File: config.mk
export PLATFORM = sky130hd
export DESIGN_NAME = dlt_datapath
export DESIGN_NICKNAME = d
export VERILOG_FILES = /design/src/rtl/dlt_pkg.sv /design/src/rtl/dlt_datapath.sv
export SDC_FILE = /design/constraint.sdc
export NUM_CORES = 1
export LEC_CHECK = 0
export ABC_AREA = 1
export ABC_CLOCK_PERIOD_IN_PS = 3400
export BUFFER_PORTS_ARGS = -buffer_cell sky130_fd_sc_hd__buf_2
export CAP_MARGIN = 20
export CORE_MARGIN = 2
export CORE_UTILIZATION = 45
export CTS_BUF_LIST = sky130_fd_sc_hd__clkbuf_16
export CTS_CLUSTER_SIZE = 24
export DETAILED_ROUTE_END_ITERATION = 8
export PLACE_DENSITY = 0.68
export SYNTH_ARGS = -nofsm -noshare
export SYNTH_HDL_FRONTEND = slang
export SYNTH_SLANG_ARGS = --single-unit
File: constraint.sdc
create_clock -name clk -period 3.4 [get_ports clk]
set_input_delay 0.17 -clock clk [delete_from_list [all_inputs] [get_ports clk]]
set_output_delay 0.17 -clock clk [all_outputs]
set_load 0.01 [all_outputs]
File: src/rtl/dlt_pkg.sv
package dlt_pkg;

  typedef enum logic [1:0] {
    MOP_NONE = 2'd0,
    MOP_PAT  = 2'd1,
    MOP_DIST = 2'd2,
    MOP_READ = 2'd3
  } memOp_t;

  // strobes from control to datapath
  typedef struct packed {
    memOp_t op;       // which memory operation is currently requested
    logic   clrRun;   // new run accepted: clear results, latch target
    logic   capRead;  // readback acknowledged: capture read data
    logic   judge;    // compare captured word against current pattern
    logic   stepIdx;  // advance to next pattern
  } dpCtl_t;

endpackage

File: src/rtl/dlt_datapath.sv
module dlt_datapath
  import dlt_pkg::*;
#(
  parameter int          DATA_W  = 64,
  parameter int          ADDR_W  = 16,
  parameter logic [63:0] DISTURB = 64'h0123456789ABCDEF,
  localparam int         LEVELS  = $clog2(DATA_W),
  localparam int         NUM_PAT = 2 * LEVELS,
  localparam int         IDX_W   = $clog2(NUM_PAT)
) (
  input  logic              clk,
  input  logic              rstN,
  input  dpCtl_t            ctl,
  input  logic [ADDR_W-1:0] targetAddr,
  input  logic [DATA_W-1:0] memRdata,
  output logic [ADDR_W-1:0] memAddr,
  output logic              memWe,
  output logic [DATA_W-1:0] memWdata,
  output logic              lastIdx,
  output logic              fail,
  output logic [IDX_W-1:0]  failIdx,
  output logic [DATA_W-1:0] failExp,
  output logic [DATA_W-1:0] failObs
);

  localparam logic [IDX_W-1:0] LAST_IDX = IDX_W'(NUM_PAT - 1);

  // word whose bit i equals bit lvl of i
  function automatic logic [DATA_W-1:0] groupWord(input int lvl);
    logic [DATA_W-1:0] w;
    for (int i = 0; i < DATA_W; i++) w[i] = ((i >> lvl) & 1) != 0;
    return w;
  endfunction

  logic [DATA_W-1:0] patTab [NUM_PAT];

  for (genvar g = 0; g < NUM_PAT; g++) begin : gPat
    if (g < LEVELS) begin : gBase
      assign patTab[g] = groupWord(g);
    end else begin : gComp
      assign patTab[g] = ~groupWord(NUM_PAT - 1 - g);
    end
  end

  logic [IDX_W-1:0]  idx;
  logic [ADDR_W-1:0] tgtReg;
  logic [DATA_W-1:0] readWord;
  logic [DATA_W-1:0] curPat;
  logic              mismatch;

  assign curPat   = patTab[idx];
  assign mismatch = (readWord != curPat);
  assign lastIdx  = (idx == LAST_IDX);

  always_ff @(posedge clk or negedge rstN) begin
    if (!rstN) begin
      idx      <= '0;
      tgtReg   <= '0;
      readWord <= '0;
      fail     <= 1'b0;
      failIdx  <= '0;
      failExp  <= '0;
      failObs  <= '0;
    end else begin
      if (ctl.clrRun) begin
        idx      <= '0;
        tgtReg   <= targetAddr;
        readWord <= '0;
        fail     <= 1'b0;
        failIdx  <= '0;
        failExp  <= '0;
        failObs  <= '0;
      end
      if (ctl.capRead) readWord <= memRdata;
      if (ctl.judge && mismatch) begin
        fail <= 1'b1;
        if (!fail) begin
          failIdx <= idx;
          failExp <= curPat;
          failObs <= readWord;
        end
      end
      if (ctl.stepIdx) idx <= idx + 1'b1;
    end
  end

  always_comb begin
    memAddr  = tgtReg;
    memWe    = 1'b0;
    memWdata = '0;
    case (ctl.op)
      MOP_PAT: begin
        memWe    = 1'b1;
        memWdata = curPat;
      end
      MOP_DIST: begin
        memAddr  = tgtReg + 1'b1;
        memWe    = 1'b1;
        memWdata = DISTURB[DATA_W-1:0];
      end
      default: ;
    endcase
  end

endmodule

==> metrics.csv, run 1 <==
metric,value,unit
outcome,completed,
Leak,9.11,nW
Placed Area,15000,µm²
Critical Path End Type,flop,
vias per inst,5.23,
number of synthesized register bits,217,
leading area contributor after synthesis,dfrtp_1,
vias in the first global route,13118,
skew final,9.74,ps
top-count cell post-synth,nand2_1,
syn_area_per_cell,6.64,µm²
YS warnings,0,
CP Data Required Time,3810,ps
CTS Sinks,217,
finished layout cell area,16600,µm²
Die ar.,30700,µm²
Net Sw Frac,0.380,
Reg power frac,0.359,
die width,175,µm
Clock Latency Late Sink,530,ps
register area share after synthesis,0.411,
ys async rst share,1.00,
GRT Overall Usage,0.301,
gpl congestion,1.00,
Critical Path AT,3540,ps
post-CTS setup repair buffer count,0,
Inserted Clock Buffers,26,
Hold Crit Class,input pin to flop,
Post-synth EDFFs,0,
part of the cycle the worst path needs,0.920,
Final Worst Setup Slack,272,ps
clk buf depth,3,
Fin. Hold Viols,0,
max cap viols,0,
Slew headroom,0.459,
H-tree depth,1,
share of Yosys cell area claimed by the top area cell type,0.411,
fin. max-slew vios,0,
die height,175,µm
DP HPWL,31900,µm
pin count of the biggest net entering global routing,113,
IO Port Bufs,302,
Setup TNS Final,0,ps
Top Ports,303,
Int Power,5.19,mW
diodes inserted,0,
Setup WS pre-CTS,232,ps
Synth Flop Type,dfrtp_1,
initial antenna violation count,0,
Switch Pwr,3.18,mW
# DRC,0,
Final ANT Viol Nets,0,
CTS root buf,clkbuf_16,
Worst Path Max Fanout,52,
wire length per cell,17.4,µm
drt pass-1 iters,6,
Initial Util,0.459,
Max Clk Rate,0.320,GHz
Gate power share,0.324,
gr ovfl total,0,
"Setup violations, final",0,
RSZ-0062 raised after global routing,no,
drt total wl,47200,µm
final net count,2418,
Via Count,14223,
clock network fraction of total power,0.317,
synth cell count leaders,"651 x nand2_1, 246 x inv_1, 242 x o21ai_0, 217 x dfrtp_1, 205 x nor2_1",
Synth cell types,31,
Max VDD drop,0.370,mV
Synth area leaders,"dfrtp_1 41%, nand2_1 18%, o21ai_0 9.2%",
P per Cell Area,504,nW/µm²
Core Area,28800,µm²
Worst Tran Pin Value,812,ps
min Tclk post-route,3130,ps
layout cells sized above 1,0.171,
clk slew on worst S/H paths,60,ps
first-pass GRT wire length,73300,µm
total power draw,8.38,mW
CTS tree,done,
CP Class,flop to flop,
Rows,62,
"Cell Area, Synth",13200,µm²
Layout area overhead,25.8,%
crit start category,flop,
Synthesized Nets,2094,
drt initial violations,1426,
Syn Inst Count,1990,
[area by class of cell]
class | count | area (µm²)
fill | 2755 | 12200
multi-input combinational | 1401 | 6300
sequential | 217 | 5440
timing repair buffer | 418 | 2670
inverter | 250 | 938
clock buffer | 27 | 676
tap | 384 | 480
clock inverter | 21 | 128
[final timing paths]
kind,to,from,slack (ps),cells after the start
max,failExp[63],idx[3],270,15
max reg2reg,failExp[63],idx[3],270,15
min,tgtReg[2],ctl[3],70,3
min reg2reg,tgtReg[15],tgtReg[15],550,2
max in group asynchronous,idx[2],rstN,2200,3
min in group asynchronous,failExp[41],rstN,250,2
[logic make-up after synthesis]
kind of cell               count (synthesis)  share of synthesized area
DFF                                      217                      0.411
buffers and inverters                    372                      0.113
AOI/OAI and AO/OA                        256                     0.0979
xor gates and xnor gates                  31                     0.0206
and+or+nand+nor                         1098                      0.342
adders and majority gates                 16                     0.0152
[state kept, by name, summed over array words and instances (netlist names)]
name	count
fail	1
readWord	64
failExp	64
tgtReg	16
failIdx	4
failObs	64
idx	4
[worst max-delay path, cell delays in order (launching register included)]
cell and delay [ps]:
dfrtp_2 510, buf_4 260, nor2_8 70, nand2_1 390, nand3_1 290, nand2_1 120, nand2_1 50, nor2_1 110
nand2_1 80, nor2_1 100, nand2_1 100, nor2_1 230, nand2_4 100, buf_4 300, nand3_1 150, nand2_1 70
[cell usage in the layout, fill, tap and decap left out, drive strengths merged]
master	n
a21boi	1
a21oi	7
buf	336
bufinv	1
clkbuf	27
clkinv	15
clkinvlp	2
dfrtp	217
dlygate4sd3	82
ha	16
inv	253
nand2	658
nand3	202
nand3b	1
nand4	26
nor2	206
nor3	3
nor4	1
o21ai	246
o22ai	2
or2	1
xnor2	2
xor2	29
[repair_timing]
| action | CTS | global route |
|---|---|---|
| hold buffers | 82 | 0 |
| resized for setup | 0 | 2 |
| endpoints found under the setup margin | 0 | 131 |
| endpoints found under the hold margin | 177 | 0 |
[power groups by stage]
stage          sequential (mW)  clock [mW]  combinational, mW
5_1_grt                   3.04        2.79               2.99
3_5_place_dp              3.05           0               2.59
3_3_place_gp              3.04           0               2.56
4_1_cts                   3.00        2.69               2.67
2_1_floorplan             3.07           0               1.48
6_report                  3.01        2.65               2.72
[through the flow]
| step | instances | utilization | hold slack, ps |
|---|---|---|---|
| floorplan | 1990 | - | -126 |
| global placement | 2588 | 0.521 | 269 |
| detailed placement | 2588 | 0.521 | 264 |
| CTS | 2718 | 0.578 | 62.4 |
| global route | 2718 | 0.578 | 93.1 |
| finish | 2718 | 0.578 | 67.8 |
[metal layers]
layer,wire length (µm),global-route usage,vias up
li1,-,-,6850
met1,20600,0.435,6585
met2,20800,0.461,681
met3,4180,0.0478,107
met4,1590,0.103,0
met5,0,0,-
(Power assumes the default switching activity.)
==> inputs of run 2 (changes only) <==
--- a/config.mk
+++ b/config.mk
@@ -6,7 +6,7 @@
 export NUM_CORES = 1
 export LEC_CHECK = 0
 export ABC_AREA = 1
-export ABC_CLOCK_PERIOD_IN_PS = 3400
+export ABC_CLOCK_PERIOD_IN_PS = 3300
 export BUFFER_PORTS_ARGS = -buffer_cell sky130_fd_sc_hd__buf_2
 export CAP_MARGIN = 20
 export CORE_MARGIN = 2
==> constraint.sdc (replaced) <==
create_clock -name clk -period 3.3 [get_ports clk]
set_input_delay 0.165 -clock clk [delete_from_list [all_inputs] [get_ports clk]]
set_output_delay 0.165 -clock clk [all_outputs]
set_load 0.01 [all_outputs]
==> metrics.csv, run 2 (same netlist as run 1, synthesis figures left out) <==
metric,value,unit
Critical Path AT,3580,ps
Final ANT Viol Nets,0,
Max VDD drop,0.369,mV
total power draw,8.71,mW
post-CTS setup repair buffer count,0,
drt total wl,46900,µm
gr ovfl total,0,
die height,175,µm
Initial Util,0.459,
CTS Sinks,217,
Via Count,14272,
RSZ-0062 raised after global routing,no,
cell count of the worst hold path,3,
reg2reg path depth,17,
Critical Path End Type,flop,
Metal-1 WL,20600,µm
CP Data Required Time,3760,ps
# DRC,0,
part of the cycle the worst path needs,0.946,
DP HPWL,32500,µm
fill cell count,2754,
Top Ports,303,
first-pass GRT wire length,72200,µm
Worst Path Max Fanout,72,
Layout area overhead,26.7,%
P per Cell Area,520,nW/µm²
met2 routed WL,20800,µm
Setup TNS Final,0,ps
wire length per cell,17.2,µm
Regs by FF count,"failExp x64, failObs x64, readWord x64",
crit start category,flop,
drt initial violations,1384,
CTS root buf,clkbuf_16,
Fin. Hold Viols,0,
Die ar.,30700,µm²
outcome,completed,
clk buf depth,3,
skew final,9.24,ps
drt pass-1 iters,7,
Leak,9.18,nW
vias in the first global route,12927,
H-tree depth,1,
"most common cell after layout, fill and taps aside",nand2_1,
fin. max-slew vios,0,
r2r setup slk,180,ps
die width,175,µm
routed wl met3,4100,µm
Inserted Clock Buffers,25,
Placed Area,15100,µm²
Hold Crit Class,input pin to flop,
clk slew on worst S/H paths,60,ps
finished layout cell area,16700,µm²
vias per inst,5.24,
Rows,62,
CTS tree,done,
max cap viols,0,
Clock Latency Late Sink,530,ps
IO Port Bufs,302,
Hold Slack,98.4,ps
GRT Overall Usage,0.297,
Worst Tran Pin Value,977,ps
gpl congestion,0.994,
Max Clk Rate,0.320,GHz
most frequent cells in the layout,"648 x nand2_1, 299 x buf_2, 249 x inv_1",
initial antenna violation count,0,
min Tclk post-route,3120,ps
"Setup violations, final",0,
diodes inserted,0,
CP Class,flop to flop,
pin count of the biggest net entering global routing,120,
Slew headroom,0.347,
highest metal used,met4,
layout cells sized above 1,0.175,
Core Area,28800,µm²
final net count,2429,
-- run 2: routing by layer --
metal / up-vias / GRT usage
met1: 6605 / 0.437
met2: 722 / 0.455
li1: 6860 / -
met4: 0 / 0.0899
met5: - / 0
met3: 85 / 0.0387
-- run 2: report_power, final --
group	internal [mW]	leakage, nW	switching [mW]
Sequential	2.91	2.85	0.183
Clock	1.60	0.397	1.14
Combinational	0.938	5.93	1.95
Total	5.44	9.18	3.27
-- run 2: path summary, 6_finish.rpt --
kind / start / end
setup / recovery: idx[0] / failExp[37]
hold / removal: ctl[3] / tgtReg[6]
setup reg to reg: idx[0] / failExp[37]
hold reg to reg: tgtReg[4] / tgtReg[4]
max in group asynchronous: rstN / failExp[11]
min in group asynchronous: rstN / failExp[41]
-- run 2: through the flow --
stage,setup WS [ps],utilization,instances
final,179,0.582,2725
after global routing,6.74,0.582,2725
after CTS,106,0.581,2725
after detailed placement,129,0.525,2600
after global placement,200,0.525,2600
after floorplan,740,-,1990
-- run 2: critical path: stages (launching register included) --
cell	delay, ps
dfrtp_1	440
buf_4	220
ha_1	160
inv_1	60
nand2_1	330
nand3_1	310
nand2_1	120
nand2_1	60
nor2_1	80
nand2_1	60
nor2_1	200
nand2_1	90
nor2_1	190
nand2_4	100
nand2_4	110
buf_16	310
nand2_1	100
nand2_1	80
-- run 2: layout make-up --
type,count,area [µm²],share of cell area
Clock buffer,25,626,0.0374
Clock inverter,18,156,0.00934
Inverter,250,941,0.0562
Multi-Input combinational cell,1401,6320,0.377
Sequential cell,217,5440,0.325
Tap cell,384,480,0.0287
Timing Repair Buffer,430,2790,0.166
-- run 2: timing repair --
action	CTS	global route
resized for setup	0	8
setup endpoints to repair	0	133
endpoints found under the hold margin	195	0
hold buffers	82	0
